===== src/rtl/uel_pkg.sv =====
package uel_pkg;
  typedef struct packed {
    logic wrStatus;
    logic wrMask;
    logic wrSev;
  } uel_strobe_t;

  localparam logic [1:0] ADDR_STATUS = 2'd0;
  localparam logic [1:0] ADDR_MASK   = 2'd1;
  localparam logic [1:0] ADDR_SEV    = 2'd2;
  localparam logic [1:0] ADDR_PTR    = 2'd3;
endpackage


===== src/rtl/uel_ctrl.sv =====
module uel_ctrl
  import uel_pkg::*;
#(
  parameter int NUM_SRC = 8,
  parameter int PTR_W   = 5
) (
  input  logic               clk,
  input  logic               rstN,
  input  logic               regWrEn,
  input  logic [1:0]         regAddr,
  input  logic [NUM_SRC-1:0] errIn,
  input  logic [NUM_SRC-1:0] statusQ,
  input  logic [NUM_SRC-1:0] maskQ,
  output uel_strobe_t        strobe,
  output logic [PTR_W-1:0]   ptrQ,
  output logic               ptrValid
);
  logic heldQ;
  logic armed;
  logic [NUM_SRC-1:0] cand;

  function automatic logic bitAt(input logic [NUM_SRC-1:0] v, input logic [PTR_W-1:0] idx);
    logic r;
    r = 1'b0;
    for (int i = 0; i < NUM_SRC; i++) if (idx == PTR_W'(i)) r = v[i];
    return r;
  endfunction

  function automatic logic [PTR_W-1:0] lowestIdx(input logic [NUM_SRC-1:0] v);
    logic [PTR_W-1:0] r;
    r = '0;
    for (int i = NUM_SRC - 1; i >= 0; i--) if (v[i]) r = PTR_W'(i);
    return r;
  endfunction

  always_comb begin
    strobe.wrStatus = regWrEn && (regAddr == ADDR_STATUS);
    strobe.wrMask   = regWrEn && (regAddr == ADDR_MASK);
    strobe.wrSev    = regWrEn && (regAddr == ADDR_SEV);
  end

  // Armed when nothing is held, or when the held bit has been cleared
  assign armed    = !heldQ || !bitAt(statusQ, ptrQ);
  assign cand     = (statusQ | errIn) & ~maskQ;
  assign ptrValid = heldQ && bitAt(statusQ, ptrQ) && !bitAt(maskQ, ptrQ);

  always_ff @(posedge clk) begin
    if (!rstN) begin
      heldQ <= 1'b0;
      ptrQ  <= '0;
    end else if (armed) begin
      heldQ <= |cand;
      if (|cand) ptrQ <= lowestIdx(cand);
    end
  end

  assert_ptr_frozen_R5: assert property (@(posedge clk) disable iff (!rstN)
    (heldQ && bitAt(statusQ, ptrQ)) |=> (heldQ && $stable(ptrQ)));

  assert_masked_no_load_R3: assert property (@(posedge clk) disable iff (!rstN)
    (heldQ && (!$past(heldQ) || ($past(ptrQ) != ptrQ))) |-> !bitAt($past(maskQ), ptrQ));
endmodule


===== src/rtl/uel_datapath.sv =====
module uel_datapath
  import uel_pkg::*;
#(
  parameter int               NUM_SRC   = 8,
  parameter int               DATA_W    = 16,
  parameter int               PTR_W     = 5,
  parameter logic [NUM_SRC-1:0] SEV_RESET = 8'h06
) (
  input  logic               clk,
  input  logic               rstN,
  input  uel_strobe_t        strobe,
  input  logic [1:0]         regAddr,
  input  logic [DATA_W-1:0]  regWrData,
  input  logic [NUM_SRC-1:0] errIn,
  input  logic [PTR_W-1:0]   ptrQ,
  input  logic               ptrValid,
  output logic [NUM_SRC-1:0] statusQ,
  output logic [NUM_SRC-1:0] maskQ,
  output logic [DATA_W-1:0]  regRdData,
  output logic               fatalErr,
  output logic               nonFatalErr
);
  localparam int MULTI_BIT = NUM_SRC;
  localparam int VALID_BIT = PTR_W;

  logic [NUM_SRC-1:0] statusD, maskD, sevD, sevQ, live;
  logic multiQ;

  for (genvar i = 0; i < NUM_SRC; i++) begin : g_src
    // An error pulse wins over a clear in the same cycle
    assign statusD[i] = errIn[i] | (statusQ[i] & ~(strobe.wrStatus & regWrData[i]));
    assign maskD[i]   = strobe.wrMask ? regWrData[i] : maskQ[i];
    assign sevD[i]    = strobe.wrSev  ? regWrData[i] : sevQ[i];
  end

  always_ff @(posedge clk) begin
    if (!rstN) begin
      statusQ <= '0;
      maskQ   <= '0;
      sevQ    <= SEV_RESET;
      multiQ  <= 1'b0;
    end else begin
      statusQ <= statusD;
      maskQ   <= maskD;
      sevQ    <= sevD;
      if (strobe.wrSev) multiQ <= regWrData[MULTI_BIT];
    end
  end

  assign live        = statusQ & ~maskQ;
  assign fatalErr    = |(live & sevQ);
  assign nonFatalErr = |(live & ~sevQ);

  always_comb begin
    regRdData = '0;
    case (regAddr)
      ADDR_STATUS: regRdData[NUM_SRC-1:0] = statusQ;
      ADDR_MASK:   regRdData[NUM_SRC-1:0] = maskQ;
      ADDR_SEV: begin
        regRdData[NUM_SRC-1:0] = sevQ;
        regRdData[MULTI_BIT]   = multiQ;
      end
      default: begin
        regRdData[PTR_W-1:0] = ptrQ;
        regRdData[VALID_BIT] = ptrValid;
      end
    endcase
  end

  assert_err_sets_status_R1: assert property (@(posedge clk) disable iff (!rstN)
    (errIn != '0) |=> ((statusQ & $past(errIn)) == $past(errIn)));

  assert_w1c_clears_R2: assert property (@(posedge clk) disable iff (!rstN)
    strobe.wrStatus |=> ((statusQ & $past(regWrData[NUM_SRC-1:0] & ~errIn)) == '0));
endmodule


===== src/rtl/uncorr_err_log.sv =====
module uncorr_err_log
  import uel_pkg::*;
#(
  parameter int               NUM_SRC   = 8,
  parameter int               PTR_W     = 5,
  parameter int               DATA_W    = 16,
  parameter logic [NUM_SRC-1:0] SEV_RESET = 8'h06
) (
  input  logic               clk,
  input  logic               rstN,
  input  logic [NUM_SRC-1:0] errIn,
  input  logic               regWrEn,
  input  logic [1:0]         regAddr,
  input  logic [DATA_W-1:0]  regWrData,
  output logic [DATA_W-1:0]  regRdData,
  output logic [NUM_SRC-1:0] errStatus,
  output logic [PTR_W-1:0]   firstPtr,
  output logic               firstPtrValid,
  output logic               fatalErr,
  output logic               nonFatalErr
);
  uel_strobe_t        strobe;
  logic [NUM_SRC-1:0] maskQ;

  uel_ctrl #(.NUM_SRC(NUM_SRC), .PTR_W(PTR_W)) u_ctrl (
    .clk(clk), .rstN(rstN), .regWrEn(regWrEn), .regAddr(regAddr),
    .errIn(errIn), .statusQ(errStatus), .maskQ(maskQ),
    .strobe(strobe), .ptrQ(firstPtr), .ptrValid(firstPtrValid)
  );

  uel_datapath #(.NUM_SRC(NUM_SRC), .DATA_W(DATA_W), .PTR_W(PTR_W), .SEV_RESET(SEV_RESET)) u_dp (
    .clk(clk), .rstN(rstN), .strobe(strobe), .regAddr(regAddr),
    .regWrData(regWrData), .errIn(errIn), .ptrQ(firstPtr), .ptrValid(firstPtrValid),
    .statusQ(errStatus), .maskQ(maskQ), .regRdData(regRdData),
    .fatalErr(fatalErr), .nonFatalErr(nonFatalErr)
  );
endmodule


===== config.mk =====
export PLATFORM = sky130hd
export DESIGN_NAME = uncorr_err_log
export DESIGN_NICKNAME = d
export VERILOG_FILES = /design/src/rtl/uel_pkg.sv /design/src/rtl/uel_ctrl.sv /design/src/rtl/uel_datapath.sv /design/src/rtl/uncorr_err_log.sv
export SDC_FILE = /design/constraint.sdc
export NUM_CORES = 1
export LEC_CHECK = 0
export ABC_AREA = 1
export CAP_MARGIN = 20
export CORE_AREA = 10 10 78 80
export CTS_CLUSTER_SIZE = 16
export DETAILED_ROUTE_END_ITERATION = 6
export DIE_AREA = 0 0 88 90
export PLACE_DENSITY = 0.74
export SETUP_SLACK_MARGIN = 0.1
export SLEW_MARGIN = 20
export SYNTH_ARGS = -nofsm -noshare
export SYNTH_HDL_FRONTEND = slang
export SYNTH_SLANG_ARGS = --single-unit

===== constraint.sdc =====
create_clock -name clk -period 1.3 [get_ports clk]
set_input_delay 0.325 -clock clk [delete_from_list [all_inputs] [get_ports clk]]
set_output_delay 0.325 -clock clk [all_outputs]
set_load 0.01 [all_outputs]

==> out/metrics.cfg <==
[final_layout]
layout.cells.non_filler=448
final_cell_mix=47 x buf_4, 45 x buf_6, 35 x nand2_1, 26 x a21oi_1, 20 x inv_1
nets=422
final_layout_size_suffix_gt1_share_pct=55.3
diodes=0
fillers=307
final_area_mm2=0.00339
final_common_cell=buf_4
areaGrowthSynthToFinish_pct=88.7

[sta]
setup_viol=18
drv_slew=0
rsz0062_at_grt=true
finalSetupTns_ns=-4.55
fin_crit_sh_pct=148
fin_ws_ns=-0.626
finalHoldViolations=0
fmax_mhz=519
skew_ns=0.00370
layout_min_cycle_time_ns=1.93

[pwr]
p_leak_nw=1.51
clockPowerShare_pct=28.3
combPwrFrac_pct=37.0
power.internal_w=0.00197
total_power_w=0.00296
switchingPower_w=0.000983
p_per_area_mw_per_mm2=872
irDropWorstVdd_mv=0.517
pwr-share-seq_pct=34.7
swShare_pct=33.2

[logic_synthesis]
synth.area.top_cells=dfxtp_1 32%, nand2_1 9.4%, a21oi_1 7.8%
netlist_instances=269
ys_warn_count=0
ys_ff_latch=29
synth_area_per_cell_um2=6.68
synth_edf_count=0
synth_top_area_share_pct=32.3
netlist-cell-type-count=32
synthArstFlopShare_pct=0
synth_seq_area_share_pct=32.3
synth.largest_area_cell=dfxtp_1
netlist_area_mm2=0.00180
synth-main-ff-cell=dfxtp_1

[placement]
post-place-cells=421
dpl_cell_area_mm2=0.00273
io_buffers=44
globalplace.congestion=0.931
dpl.hpwl_um=5200
pre_cts_ws_ns=-1.01

[critical_path]
cpLargestDelayFamily=simple AND/OR/NAND/NOR gates
worstPathMaxFanout=6
required_ns=0.98
reg2reg_slack_ns=-0.28
r2r_cells=9
cp_data_arrival_time_ns=1.60
path_buf_inv=3
cpPeakStageDelay_ns=0.41
cp_cell_sequence=inv_6 -> buf_6 -> nand4_1 -> nand3_1 -> nor2_2 -> nand4_2 -> nand4_1 -> nand2_1 -> buf_2
reg2reg_from=u_dp.statusQ[2]$_SDFF_PN0_
rr_endpoint=u_ctrl.ptrQ[0]$_SDFFE_PN0P_
cp-start-kind=flip-flop
cp-end-kind=output pin
criticalPathCategory=flip-flop to output pin
cpMostUsedCell=nand4_1
critPathSlowestCell=dfxtp_4
worstSetupPathDepth=9

[clocking]
clkLatencyLatePin_ns=0.29
h-tree-depth=2
clkTransAtPathRegs_ns=0.06
cts_tree=done
cts_root_buffer=clkbuf_8
cts_buffers=5
clock_path_buffers=2
cts_sinks=29

[outcome]
outcome=complete, but fails checks
violations=setup timing

[routing]
viasPerCell=5.38
dr.first_iter.drc_count=213
wl_um=8060
drc_errors=0
dr.pass1.iters=4
antenna_left=0
routed-via-count=2412
wl_per_cell_um=18.0

[die]
die_area_mm2=0.00792
io_pins=61
placementRows=25
die_h_um=90
die-width_um=88
core-area_mm2=0.00460
initial_core_util_pct=39.1

[grt]
groute.usage.overall_pct=18.8
grt_antenna_before_repair=0
grt_overflow=0
grt_max_degree=17
grt_pass1_wl_um=11900
grt_pass1_vias=2377

[hold_path]
min_to=u_dp.multiQ$_SDFFE_PN0P_
hp-class=flip-flop to flip-flop
hold_depth=2
hp-start=u_dp.multiQ$_SDFFE_PN0P_

[run]
drv_cap=0

[final cells by class]
type | instances | area (um^2) | share of cell area, %
clock inverter | 1 | 5.00 | 0.148
timing repair buffer | 124 | 1140 | 33.7
inverter | 43 | 191 | 5.65
sequential | 29 | 621 | 18.3
multi-input combinational | 189 | 1260 | 37.1
tap | 54 | 67.6 | 1.99
timing repair inverter | 1 | 8.76 | 0.258
clock buffer | 7 | 96.3 | 2.84
[power groups by stage]
stage                     sequential (W)  clock [W]  combinational (W)
after floorplan                  0.00103          0           0.000382
after global placement           0.00102          0           0.000819
after detailed placement         0.00102          0           0.000834
after CTS                        0.00102   0.000852           0.000972
after global routing             0.00103   0.000879            0.00116
final                            0.00103   0.000836            0.00109
[cells in the mapped netlist, types with 3 or more instances]
| master | n |
|---|---|
| nand4_1 | 7 |
| a21oi_1 | 28 |
| a31oi_1 | 4 |
| buf_4 | 9 |
| nand2_1 | 45 |
| dfxtp_1 | 29 |
| nor3_2 | 3 |
| inv_1 | 35 |
| o21ai_0 | 18 |
| o2111ai_1 | 3 |
| buf_6 | 3 |
| nand3_1 | 16 |
| nor3_1 | 11 |
| nor2_1 | 21 |
| o221ai_1 | 4 |
| o21ai_1 | 5 |
| inv_2 | 7 |
| nor2_2 | 3 |
[cell families after synthesis]
kind of cell           after synthesis  synth area share [%]
AO/OA/AOI/OAI                       66                  21.1
buffers and inverters               59                  15.9
flip-flops                          29                  32.3
other                                1                 0.209
AND/OR/NAND/NOR                    114                  30.4
[registers in the layout (all words and copies together), names as in the netlist]
| register | cells |
|---|---|
| u_ctrl.ptrQ | 3 |
| u_dp.sevQ | 8 |
| u_dp.multiQ | 1 |
| u_dp.maskQ | 8 |
| u_dp.statusQ | 8 |
| u_ctrl.heldQ | 1 |
[stage by stage]
step                      utilization (%)  hold slack (ns)
after CTS                            69.1            0.459
after detailed placement             59.4            0.449
after global routing                 73.7            0.471
after global placement               59.4            0.439
final                                73.7            0.464
after floorplan                         -            0.430
[worst reg2reg max path, cell delays in order, from the launching register on]
cell,delay (ns)
dfxtp_4,0.36
buf_4,0.13
inv_2,0.06
a21oi_1,0.07
inv_1,0.15
nand2_2,0.11
nor3_4,0.23
nand2_2,0.13
a21oi_1,0.19
nor2_2,0.05
[how the worst max path moves through the flow]
stage	startpoint	to
global route	u_ctrl.ptrQ[0]$_SDFFE_PN0P_	firstPtrValid
global placement	regAddr[1]	regRdData[3]
detailed placement	regAddr[1]	regRdData[1]
floorplan	u_ctrl.ptrQ[2]$_SDFFE_PN0P_	regRdData[5]
CTS	u_ctrl.ptrQ[0]$_SDFFE_PN0P_	regRdData[5]
finish	u_ctrl.ptrQ[0]$_SDFFE_PN0P_	regRdData[5]
[routing by layer]
| layer | global-route usage [%] | vias to the layer above | wire length [um] |
|---|---|---|---|
| li1 | - | 1141 | - |
| met1 | 21.0 | 1126 | 2950 |
| met2 | 32.2 | 113 | 4090 |
| met3 | 4.60 | 32 | 663 |
| met4 | 8.11 | 0 | 351 |
| met5 | 0 | - | 0 |
[timing repair]
item	4_1_cts	5_1_grt
gates resized for setup	204	60
cloned	1	0
endpoints found under the setup margin	52	42
buffers inserted	18	6
hold buffers	0	0
pin swaps	23	12
(Power assumes the default switching activity.)
